==> config.mk <==
export PLATFORM = sky130hd
export DESIGN_NAME = spk_router
export DESIGN_NICKNAME = d
export VERILOG_FILES = /design/src/rtl/spk_pkg.sv /design/src/rtl/spk_fifo.sv /design/src/rtl/spk_rr_arb.sv /design/src/rtl/spk_nbr_table.sv /design/src/rtl/spk_router.sv
export SDC_FILE = /design/constraint.sdc
export NUM_CORES = 1
export LEC_CHECK = 0
export BUFFER_PORTS_ARGS = -buffer_cell sky130_fd_sc_hd__buf_2
export CAP_MARGIN = 20
export CORE_MARGIN = 3
export CORE_UTILIZATION = 52
export CTS_CLUSTER_SIZE = 14
export DETAILED_ROUTE_END_ITERATION = 10
export GPL_TIMING_DRIVEN = 0
export PLACE_DENSITY = 0.68
export SYNTH_ARGS = -nofsm -noshare
export SYNTH_HDL_FRONTEND = slang
export SYNTH_SLANG_ARGS = --single-unit
export TNS_END_PERCENT = 5
==> constraint.sdc <==
create_clock -name clk -period 14 [get_ports clk]
set_input_delay 1.4 -clock clk [delete_from_list [all_inputs] [get_ports clk]]
set_output_delay 1.4 -clock clk [all_outputs]
set_load 0.03 [all_outputs]
==> src/rtl/spk_pkg.sv <==
package spk_pkg;
  parameter int DXW   = 4;
  parameter int DYW   = 4;
  parameter int AXW   = 6;
  parameter int DLW   = 4;
  parameter int PKT_W = DXW + DYW + AXW + DLW;
  parameter int NPORT = 5;

  typedef enum logic [2:0] {
    P_NORTH = 3'd0, P_EAST = 3'd1, P_SOUTH = 3'd2, P_WEST = 3'd3, P_LOCAL = 3'd4
  } port_e;

  typedef struct packed {
    logic signed [DXW-1:0] dx;
    logic signed [DYW-1:0] dy;
    logic [AXW-1:0]        axon;
    logic [DLW-1:0]        delay;
  } spike_t;

  // Column offset is resolved before row offset.
  function automatic port_e route_dir(spike_t p);
    if (p.dx > 0)      return P_EAST;
    else if (p.dx < 0) return P_WEST;
    else if (p.dy > 0) return P_NORTH;
    else if (p.dy < 0) return P_SOUTH;
    else               return P_LOCAL;
  endfunction

  // One hop moves the active offset one step toward zero.
  function automatic spike_t hop(spike_t p, port_e d);
    spike_t q;
    q = p;
    case (d)
      P_EAST:  q.dx = p.dx - DXW'(1);
      P_WEST:  q.dx = p.dx + DXW'(1);
      P_NORTH: q.dy = p.dy - DYW'(1);
      P_SOUTH: q.dy = p.dy + DYW'(1);
      default: q = p;
    endcase
    return q;
  endfunction
endpackage

==> src/rtl/spk_fifo.sv <==
module spk_fifo #(
  parameter int W     = 18,
  parameter int DEPTH = 2   // power of two
) (
  input  logic         clk,
  input  logic         rst_n,
  input  logic         push,
  input  logic [W-1:0] wdata,
  input  logic         pop,
  output logic [W-1:0] rdata,
  output logic         full,
  output logic         empty
);
  localparam int AW = $clog2(DEPTH);

  logic [W-1:0]  mem [DEPTH];
  logic [AW-1:0] wp, rp;
  logic [AW:0]   cnt;

  assign full  = (cnt == (AW+1)'(DEPTH));
  assign empty = (cnt == '0);
  assign rdata = mem[rp];

  always_ff @(posedge clk) begin
    if (push) mem[wp] <= wdata;
  end

  always_ff @(posedge clk) begin
    if (!rst_n) begin
      wp  <= '0;
      rp  <= '0;
      cnt <= '0;
    end else begin
      if (push) wp <= wp + AW'(1);
      if (pop)  rp <= rp + AW'(1);
      case ({push, pop})
        2'b10:   cnt <= cnt + (AW+1)'(1);
        2'b01:   cnt <= cnt - (AW+1)'(1);
        default: cnt <= cnt;
      endcase
    end
  end

  assert_no_overflow_R8: assert property (@(posedge clk) disable iff (!rst_n)
    cnt <= (AW+1)'(DEPTH));
  assert_no_underflow_R8: assert property (@(posedge clk) disable iff (!rst_n)
    pop |-> !empty);
endmodule

==> src/rtl/spk_rr_arb.sv <==
module spk_rr_arb #(
  parameter int N = 5
) (
  input  logic         clk,
  input  logic         rst_n,
  input  logic [N-1:0] req,
  input  logic         accept,
  output logic [N-1:0] gnt
);
  localparam int IW = $clog2(N);

  logic          hold_q;
  logic [N-1:0]  gnt_q, pick;
  logic [IW-1:0] last_q, gnt_idx;

  always_comb begin
    int idx;
    pick = '0;
    for (int k = 1; k <= N; k++) begin
      idx = (int'(last_q) + k) % N;
      if (pick == '0 && req[idx]) pick[idx] = 1'b1;
    end
  end

  assign gnt = hold_q ? gnt_q : pick;

  always_comb begin
    gnt_idx = '0;
    for (int k = 0; k < N; k++) if (gnt[k]) gnt_idx = IW'(k);
  end

  always_ff @(posedge clk) begin
    if (!rst_n) begin
      hold_q <= 1'b0;
      gnt_q  <= '0;
      last_q <= IW'(N-1);
    end else begin
      hold_q <= (|gnt) & ~accept;
      gnt_q  <= gnt;
      if (accept) last_q <= gnt_idx;
    end
  end

  assert_grant_onehot_R9: assert property (@(posedge clk) disable iff (!rst_n)
    $onehot0(gnt));
  assert_grant_to_requester_R9: assert property (@(posedge clk) disable iff (!rst_n)
    (gnt & ~req) == '0);
endmodule

==> src/rtl/spk_nbr_table.sv <==
module spk_nbr_table #(
  parameter int ENTRIES = 16,
  parameter int W       = 18
) (
  input  logic                       clk,
  input  logic                       rst_n,
  input  logic                       we,
  input  logic [$clog2(ENTRIES)-1:0] waddr,
  input  logic [W-1:0]               wdata,
  input  logic [$clog2(ENTRIES)-1:0] raddr,
  output logic [W-1:0]               rdata
);
  logic [W-1:0] ent [ENTRIES];

  assign rdata = ent[raddr];

  for (genvar e = 0; e < ENTRIES; e++) begin : g_ent
    always_ff @(posedge clk) begin
      if (!rst_n)                          ent[e] <= '0;
      else if (we && waddr == ($clog2(ENTRIES))'(e)) ent[e] <= wdata;
    end
  end
endmodule

==> src/rtl/spk_router.sv <==
module spk_router #(
  parameter int NEURONS    = 16,
  parameter int FIFO_DEPTH = 2,
  parameter int TICK_W     = 8
) (
  input  logic                                clk,
  input  logic                                rst_n,
  input  logic                                tick,
  input  logic [3:0]                          mesh_in_valid,
  input  logic [3:0][spk_pkg::PKT_W-1:0]      mesh_in_data,
  output logic [3:0]                          mesh_in_ready,
  output logic [3:0]                          mesh_out_valid,
  output logic [3:0][spk_pkg::PKT_W-1:0]      mesh_out_data,
  input  logic [3:0]                          mesh_out_ready,
  input  logic                                fire_valid,
  input  logic [$clog2(NEURONS)-1:0]          fire_id,
  output logic                                fire_ready,
  input  logic                                tbl_we,
  input  logic [$clog2(NEURONS)-1:0]          tbl_addr,
  input  logic [spk_pkg::PKT_W-1:0]           tbl_wdata,
  output logic                                dlv_valid,
  output logic [spk_pkg::AXW-1:0]             dlv_axon,
  output logic [TICK_W-1:0]                   dlv_tick,
  input  logic                                dlv_ready
);
  import spk_pkg::*;

  localparam int NIN   = NPORT;   // 4 mesh inputs + fire queue
  localparam int NOUT  = NPORT;   // 4 mesh outputs + delivery
  localparam int FIREQ = int'(P_LOCAL);

  logic [TICK_W-1:0]           tick_q;
  logic [PKT_W-1:0]            tbl_rdata;
  logic [NIN-1:0]              in_push, in_full, in_empty, in_pop;
  logic [NIN-1:0][PKT_W-1:0]   in_wdata, head_raw;
  spike_t                      head_pkt [NIN];
  port_e                       head_dir [NIN];
  logic [NOUT-1:0][NIN-1:0]    req_m, gnt_m;
  logic [NOUT-1:0]             out_ready, out_valid, out_accept;
  spike_t                      out_pkt  [NOUT];

  // step counter
  always_ff @(posedge clk) begin
    if (!rst_n)    tick_q <= '0;
    else if (tick) tick_q <= tick_q + TICK_W'(1);
  end

  spk_nbr_table #(.ENTRIES(NEURONS), .W(PKT_W)) tbl_i (
    .clk(clk), .rst_n(rst_n), .we(tbl_we), .waddr(tbl_addr), .wdata(tbl_wdata),
    .raddr(fire_id), .rdata(tbl_rdata)
  );

  // input queues
  for (genvar i = 0; i < NIN; i++) begin : g_in
    if (i < 4) begin : g_mesh
      assign in_push[i]  = mesh_in_valid[i] & ~in_full[i];
      assign in_wdata[i] = mesh_in_data[i];
      assign mesh_in_ready[i] = ~in_full[i];
    end else begin : g_fire
      assign in_push[i]  = fire_valid & ~in_full[i];
      assign in_wdata[i] = tbl_rdata;
      assign fire_ready  = ~in_full[i];
    end

    spk_fifo #(.W(PKT_W), .DEPTH(FIFO_DEPTH)) q_i (
      .clk(clk), .rst_n(rst_n), .push(in_push[i]), .wdata(in_wdata[i]),
      .pop(in_pop[i]), .rdata(head_raw[i]), .full(in_full[i]), .empty(in_empty[i])
    );

    assign head_pkt[i] = spike_t'(head_raw[i]);
    assign head_dir[i] = route_dir(head_pkt[i]);

    for (genvar o = 0; o < NOUT; o++) begin : g_req
      assign req_m[o][i] = ~in_empty[i] & (head_dir[i] == port_e'(3'(o)));
    end
  end

  // output arbitration and data selection
  for (genvar o = 0; o < NOUT; o++) begin : g_out
    if (o < 4) begin : g_mo
      assign out_ready[o]      = mesh_out_ready[o];
      assign mesh_out_valid[o] = out_valid[o];
      assign mesh_out_data[o]  = out_pkt[o];
    end else begin : g_lo
      assign out_ready[o] = dlv_ready;
    end

    spk_rr_arb #(.N(NIN)) arb_i (
      .clk(clk), .rst_n(rst_n), .req(req_m[o]), .accept(out_accept[o]), .gnt(gnt_m[o])
    );

    assign out_valid[o]  = |gnt_m[o];
    assign out_accept[o] = out_valid[o] & out_ready[o];

    always_comb begin
      spike_t sel;
      sel = '0;
      for (int i = 0; i < NIN; i++) if (gnt_m[o][i]) sel = head_pkt[i];
      out_pkt[o] = hop(sel, port_e'(3'(o)));
    end
  end

  always_comb begin
    for (int i = 0; i < NIN; i++) begin
      in_pop[i] = 1'b0;
      for (int o = 0; o < NOUT; o++) in_pop[i] = in_pop[i] | (gnt_m[o][i] & out_ready[o]);
    end
  end

  assign dlv_valid = out_valid[FIREQ];
  assign dlv_axon  = out_pkt[FIREQ].axon;
  assign dlv_tick  = tick_q + TICK_W'(out_pkt[FIREQ].delay);

  // checks
  spike_t mo_n, mo_s, mo_e, mo_w;
  assign mo_n = spike_t'(mesh_out_data[0]);
  assign mo_e = spike_t'(mesh_out_data[1]);
  assign mo_s = spike_t'(mesh_out_data[2]);
  assign mo_w = spike_t'(mesh_out_data[3]);

  assert_x_first_north_R3: assert property (@(posedge clk) disable iff (!rst_n)
    mesh_out_valid[0] |-> mo_n.dx == '0);
  assert_x_first_south_R3: assert property (@(posedge clk) disable iff (!rst_n)
    mesh_out_valid[2] |-> mo_s.dx == '0);
  assert_east_sign_R2: assert property (@(posedge clk) disable iff (!rst_n)
    mesh_out_valid[1] |-> mo_e.dx >= 0);
  assert_west_sign_R2: assert property (@(posedge clk) disable iff (!rst_n)
    mesh_out_valid[3] |-> mo_w.dx <= 0);
  assert_local_zero_R4: assert property (@(posedge clk) disable iff (!rst_n)
    dlv_valid |-> (out_pkt[FIREQ].dx == '0 && out_pkt[FIREQ].dy == '0));
  assert_dlv_hold_R8: assert property (@(posedge clk) disable iff (!rst_n)
    dlv_valid && !dlv_ready |=> dlv_valid && $stable(dlv_axon));
  for (genvar o = 0; o < 4; o++) begin : g_chk
    assert_stall_hold_R8: assert property (@(posedge clk) disable iff (!rst_n)
      mesh_out_valid[o] && !mesh_out_ready[o] |=> mesh_out_valid[o] && $stable(mesh_out_data[o]));
  end
endmodule

==> impl_metrics.env, run 1 <==
export IMPL_status="complete, no violations"
export IMPL_die_area_sq_um=80450
export IMPL_fin_worst_skew_ps=79.99
export IMPL_overflow=0
export IMPL_drt_antenna_violating_nets=0
export IMPL_cts_tree="done"
export IMPL_postSynth_asyncResetShare_pct=0
export IMPL_wire_per_inst_um=26.41
export IMPL_grt_first_pass_wirelength_um=212100
export IMPL_cts_made_buffers=57
export IMPL_floorplan_rows=101
export IMPL_final_area_sq_um=44970
export IMPL_synth_compound_area_share_pct=18.39
export IMPL_yosys_area_share_simple_pct=19.38
export IMPL_yosys_top_cells_area="edfxtp_1 35%, ha_1 5.5%, mux4_2 5.1%"
export IMPL_synthesis_area_sq_um=40080
export IMPL_synth_seq_cells=546
export IMPL_drc=0
export IMPL_drive_gt1_share_pct=16.00
export IMPL_ys_seq_area_share_pct=38.96
export IMPL_period_share_pct=90.27
export IMPL_timing_max_cap_violations=0
export IMPL_synth_xor_xnor_area_share_pct=2.154
export IMPL_critPathMaxStageDelay_ps=650
export IMPL_syn_avg_cell_area_sq_um=9.895
export IMPL_dp_hpwl_um=113400
export IMPL_rr_startpoint="g_out[2].arb_i.last_q[0]$_SDFFE_PN0P_"
export IMPL_h_tree_depth=2
export IMPL_n_fill_cell=6609
export IMPL_gpl_final_weighted_congestion=1.015
export IMPL_start_kind="flop"
export IMPL_synthMuxAreaShare_pct=11.74
export IMPL_worstPathRequired_ps=12600
export IMPL_cts_hold_buffers=0
export IMPL_worst_path_max_delay_cell="o22ai_1"
export IMPL_finalSetupViolations=0
export IMPL_totalWireLength_um=143300
export IMPL_hold_ws_ps=487.7
export IMPL_clk_pin_slew_ps=60
export IMPL_crit_top_cell="a21oi_1"
export IMPL_grt_max_degree=20
export IMPL_cts_buffer_depth=3
export IMPL_insertion_delay_ps=670
export IMPL_die_h_um=283.6
export IMPL_r2r_cells=32
export IMPL_hold_class="reg2reg"
export IMPL_placed_cell_area_sq_um=42920
export IMPL_worstSetupPathType="reg2out"
export IMPL_worstPathArrival_ps=11240
export IMPL_die_w_um=283.6
export IMPL_max_freq_ghz=0.07912
export IMPL_hold_viol=0
export IMPL_cp_num_buf_inv=10
export IMPL_drtIter0Drc=4177
export IMPL_ios=208
export IMPL_first_global_vias=33187
export IMPL_cts_setup_buffers=0
export IMPL_worstSetupEndpointType="output pin"
export IMPL_syn_nets=4342
export IMPL_critical_path_top_delay_family="compound AO/OA/AOI/OAI gates"
export IMPL_cts_resized=0
export IMPL_synth_commonest_cells="468 x edfxtp_1, 334 x nor2_1, 321 x and2_1"
export IMPL_report_final_slew_viol_count=0
export IMPL_numClockSinks=546
export IMPL_whs_endpoint="g_in[3].q_i.rp$_SDFFE_PN0N_"
export IMPL_reg2reg_slack_ps=3630
export IMPL_start_util_pct=52.60
export IMPL_via_per_inst=6.548
export IMPL_core_sq_um=76200
export IMPL_synth_most_common_cell="edfxtp_1"
export IMPL_yosysUniqueCellTypes=113
export IMPL_synthAdderAreaFrac_pct=5.625
export IMPL_yosys_warnings=0
export IMPL_min_delay_start="g_in[3].q_i.rp$_SDFFE_PN0N_"
export IMPL_synth_edf_count=468
export IMPL_fin_crit_ps=12640
export IMPL_final_nets=4636
export IMPL_clock_root_buffer="clkbuf_16"
export IMPL_fin_util_pct=59.01
export IMPL_yosys_most_used_dff="edfxtp_1"
export IMPL_r2r_end="g_in[2].q_i.cnt[1]$_SDFFE_PN0P_"
export IMPL_grt_use_total_pct=34.35
export IMPL_synth_top_area_share_pct=35.06
export IMPL_crit_path_max_fanout=10
export IMPL_firstDrtPassIters=7
export IMPL_synth_top_family_by_area="simple AND/OR/NAND/NOR gates"
export IMPL_synthCells=4051
export IMPL_relSlewSlack_pct=6.970
export IMPL_syn2layout_area_growth_pct=12.18
export IMPL_tightest_slew_ps=1395
export IMPL_vias=35529
export IMPL_hold_path_depth=2
export IMPL_rsz0062_at_grt="no"
export IMPL_antenna_found_initial=8
export IMPL_fin_setup_tns_ps=0
export IMPL_port_buffers=202
export IMPL_synth_top_cell_by_area="edfxtp_1"
[worst register-to-register path: cells and delay by family (launching register included)]
family | cells | cell delay (ps)
adders and majority gates | 4 | 1200
AOI/OAI and AO/OA | 10 | 2730
xor gates and xnor gates | 2 | 830
buffers and inverters | 10 | 3580
and+or+nand+nor | 6 | 1360
DFF | 1 | 630
[cells in the final DEF (no fill, tap or decap), types with 76 or more instances in the layout]
cell type | synthesis | final
nor2_1 | 334 | 329
and2_1 | 321 | 321
nor3_1 | 82 | 81
inv_1 | 137 | 137
buf_2 | 39 | 243
nand3_1 | 84 | 84
o21ai_0 | 185 | 169
clkbuf_1 | 157 | 163
mux4_2 | 91 | 91
edfxtp_1 | 468 | 468
nand2b_1 | 76 | 76
mux2_2 | 115 | 115
dfxtp_1 | 78 | 78
ha_1 | 177 | 177
a21oi_1 | 220 | 220
nand2_1 | 225 | 225
mux2i_1 | 135 | 135
[state kept, by name, summed over array words and instances (netlist names), named ones only]
| name | cells |
|---|---|
| g_out.arb_i.last_q | 15 |
| tick_q | 8 |
| g_out.arb_i.hold_q | 5 |
| tbl_i.ent | 288 |
| g_in.q_i.wp | 5 |
| g_in.q_i.cnt | 10 |
| g_out.arb_i.gnt_q | 25 |
| g_in.q_i.mem | 180 |
| g_in.q_i.rp | 5 |
[cell type report]
class	instances	area (sq um)	share of cell area, %
multi-input combinational	3126	23060	51.29
sequential	546	15620	34.73
clock buffer	65	1476	3.283
timing repair buffer	235	1464	3.256
tap	1030	1289	2.866
buffer	228	934.6	2.079
inverter	151	566.8	1.260
clock inverter	42	550.5	1.224
antenna	3	7.507	0.01669
[metrics by stage]
stage / std cells / setup WS, ps
finish: 5426 / 1362
global route: 5425 / 869.4
CTS: 5421 / 1843
detailed placement: 5314 / 2530
global placement: 5283 / 2657
floorplan: 4051 / 4927
[how the worst max path moves through the flow]
| stage | start | to | slack (ps) | depth (start not counted) |
|---|---|---|---|---|
| finish | g_out[2].arb_i.last_q[0]$_SDFFE_PN0P_ | mesh_out_data[39] | 1360 | 33 |
| global route | g_out[2].arb_i.last_q[0]$_SDFFE_PN0P_ | mesh_out_data[39] | 870 | 33 |
| CTS | g_out[2].arb_i.last_q[0]$_SDFFE_PN0P_ | mesh_out_data[39] | 1840 | 33 |
| detailed placement | g_out[2].arb_i.last_q[0]$_SDFFE_PN0P_ | mesh_out_data[39] | 2530 | 33 |
| global placement | g_out[2].arb_i.last_q[0]$_SDFFE_PN0P_ | mesh_out_data[39] | 2660 | 33 |
| floorplan | g_out[0].arb_i.last_q[0]$_SDFFE_PN0P_ | mesh_out_data[12] | 4930 | 30 |
[metal layers]
metal / track usage [%] / vias up / part of all wire, %
li1: - / 16006 / -
met1: 47.57 / 17422 / 41
met2: 53.25 / 1797 / 45
met3: 6.723 / 300 / 9.9
met4: 13.70 / 4 / 4.5
met5: 0 / - / 0.022
[kinds of logic after synthesis]
family,after synthesis
compound gates,1050
xor+xnor,96
fa+ha+maj,179
buf+inv,379
flops,546
mux,342
simple gates,1459
Power of run 1 is not shown: default switching activity piles up to over one toggle a cycle in this logic, so the estimate is an artifact.
==> run 2: changes to the inputs <==
--- a/config.mk
+++ b/config.mk
@@ -12,7 +12,7 @@
 export CTS_CLUSTER_SIZE = 14
 export DETAILED_ROUTE_END_ITERATION = 10
 export GPL_TIMING_DRIVEN = 0
-export PLACE_DENSITY = 0.68
+export PLACE_DENSITY = 0.69
 export SYNTH_ARGS = -nofsm -noshare
 export SYNTH_HDL_FRONTEND = slang
 export SYNTH_SLANG_ARGS = --single-unit
==> constraint.sdc (replaced) <==
create_clock -name clk -period 11.8 [get_ports clk]
set_input_delay 1.18 -clock clk [delete_from_list [all_inputs] [get_ports clk]]
set_output_delay 1.18 -clock clk [all_outputs]
set_load 0.03 [all_outputs]
==> run 2 against run 1 <==
  * Non-clock buffer count shrank 7
  * Critical path depth shrank 6
  * Clock skew shrank 3.6 ps
==> impl_metrics.env, run 2 (synthesis results as in run 1) <==
export IMPL_status="complete, no violations"
export IMPL_placed_cell_area_sq_um=42850
export IMPL_worstSetupEndpointType="output pin"
export IMPL_worstPathArrival_ps=10250
export IMPL_drive_gt1_share_pct=15.95
export IMPL_cts_made_buffers=55
export IMPL_totalWireLength_um=142000
export IMPL_cts_hold_buffers=0
export IMPL_core_sq_um=76200
export IMPL_n_fill_cell=6556
export IMPL_hold_viol=0
export IMPL_critPathMaxStageDelay_ps=630
export IMPL_layout_common_cells="468 x edfxtp_1, 329 x nor2_1, 321 x and2_1"
export IMPL_clk_pin_slew_ps=60
export IMPL_vias=35656
export IMPL_r2r_cells=30
export IMPL_drc=0
export IMPL_cts_buffer_depth=3
export IMPL_drt_antenna_violating_nets=0
export IMPL_crit_top_cell="buf_2"
export IMPL_top_register="tbl_i.ent"
export IMPL_start_kind="flop"
export IMPL_cts_setup_buffers=0
export IMPL_numClockSinks=546
export IMPL_cp_num_buf_inv=11
export IMPL_final_nets=4627
export IMPL_die_h_um=283.6
export IMPL_overflow=0
export IMPL_worst_path_max_delay_cell="o221ai_1"
export IMPL_largest_reg_flops=288
export IMPL_floorplan_rows=101
export IMPL_crit_path_max_fanout=10
export IMPL_relSlewSlack_pct=8.717
export IMPL_insertion_delay_ps=650
export IMPL_grt_max_degree=19
export IMPL_antenna_found_initial=11
export IMPL_final_common_cell="edfxtp_1"
export IMPL_final_area_sq_um=44680
export IMPL_syn2layout_area_growth_pct=11.46
export IMPL_clock_root_buffer="clkbuf_16"
export IMPL_hold_path_depth=2
export IMPL_firstDrtPassIters=9
export IMPL_drtIter0Drc=4254
export IMPL_grt_first_pass_wirelength_um=210100
export IMPL_dp_hpwl_um=111700
export IMPL_critical_path_top_delay_family="buffers and inverters"
export IMPL_start_util_pct=52.60
export IMPL_cts_resized=1
export IMPL_gpl_final_weighted_congestion=1.034
export IMPL_worstPathRequired_ps=10620
export IMPL_tightest_slew_ps=1369
export IMPL_worstSetupPathDepth=27
export IMPL_grt_use_total_pct=34.02
export IMPL_max_freq_ghz=0.08746
export IMPL_h_tree_depth=2
export IMPL_worstSetupPathType="reg2out"
export IMPL_largestRegisters="tbl_i.ent: 288 flops, g_in.q_i.mem: 180 flops, g_out.arb_i.gnt_q: 25 flops"
export IMPL_finalSetupViolations=0
export IMPL_via_per_inst=6.583
export IMPL_fin_crit_ps=11430
export IMPL_timing_max_cap_violations=0
export IMPL_die_area_sq_um=80450
export IMPL_hold_class="reg2reg"
export IMPL_report_final_slew_viol_count=0
export IMPL_period_share_pct=96.90
export IMPL_wire_per_inst_um=26.21
export IMPL_cts_tree="done"
export IMPL_die_w_um=283.6
export IMPL_fin_worst_skew_ps=76.36
export IMPL_ios=208
export IMPL_port_buffers=202
export IMPL_first_global_vias=33721
export IMPL_rsz0062_at_grt="yes"
-- run 2: cell types whose count changed in the layout (fill, tap and decap cells not counted), moves of 3 or more --
cell,previous run,this run
o21ai_1,9,16
bufinv_16,9,2
clkbuf_2,1,6
o21ai_0,169,162
clkinv_4,4,1
clkbuf_1,163,170
-- run 2: cell type report --
cell class                 count  area [sq um]  share of cell area (%)
buffer                       228         942.2                   2.109
sequential                   546         15620                   34.95
timing repair buffer         228          1373                   3.072
antenna                        4         10.01                 0.02241
multi-input combinational   3126         23120                   51.76
inverter                     151         570.5                   1.277
clock buffer                  75          1481                   3.316
tap                         1030          1289                   2.885
clock inverter                28         270.3                  0.6049
-- run 2: through the flow --
| step | setup TNS [ps] | instances | utilization (%) | setup WS (ps) | hold WS (ps) |
|---|---|---|---|---|---|
| after global routing | -71.70 | 5415 | 58.62 | -71.70 | 497.5 |
| after global placement | 0 | 5283 | 55.62 | 727.7 | 464.4 |
| after detailed placement | 0 | 5309 | 56.24 | 673.2 | 467.4 |
| after floorplan | 0 | 4051 | - | 2947 | 451.6 |
| after CTS | 0 | 5412 | 58.54 | 32.84 | 475.9 |
| final | 0 | 5416 | 58.63 | 366.3 | 472.5 |
-- run 2: worst register-to-register path: cells and delay by family (launching register included) --
family | cells | cell delay [ps]
flip-flops | 1 | 500
adder cells (fa/ha/maj) | 4 | 1640
AND/OR/NAND/NOR | 6 | 1440
buffers and inverters | 8 | 2990
AO/OA/AOI/OAI | 11 | 2680
multiplexers | 1 | 280
-- run 2: worst paths after layout --
path | start | endpoint | slack, ps
hold reg to reg | g_in[3].q_i.rp$_SDFFE_PN0N_ | flop | 470
setup reg to reg | g_out[1].arb_i.last_q[0]$_SDFFE_PN0P_ | g_in[2].q_i.cnt[1]$_SDFFE_PN0P_ | 2200
setup / recovery | g_out[0].arb_i.last_q[0]$_SDFFE_PN0P_ | mesh_out_data[14] | 370
hold / removal | g_in[3].q_i.rp$_SDFFE_PN0N_ | flop | 470
-- run 2: metal layers --
layer	track usage, %	part of all wire [%]	wire [um]	vias to the layer above
met5	0	0.019	27	-
met4	16.55	5.6	7994	4
met3	6.876	10	14330	394
met2	52.74	44	62750	1909
met1	45.76	40	56860	17394
li1	-	-	-	15955
Power of run 2 is left out for the same reason.
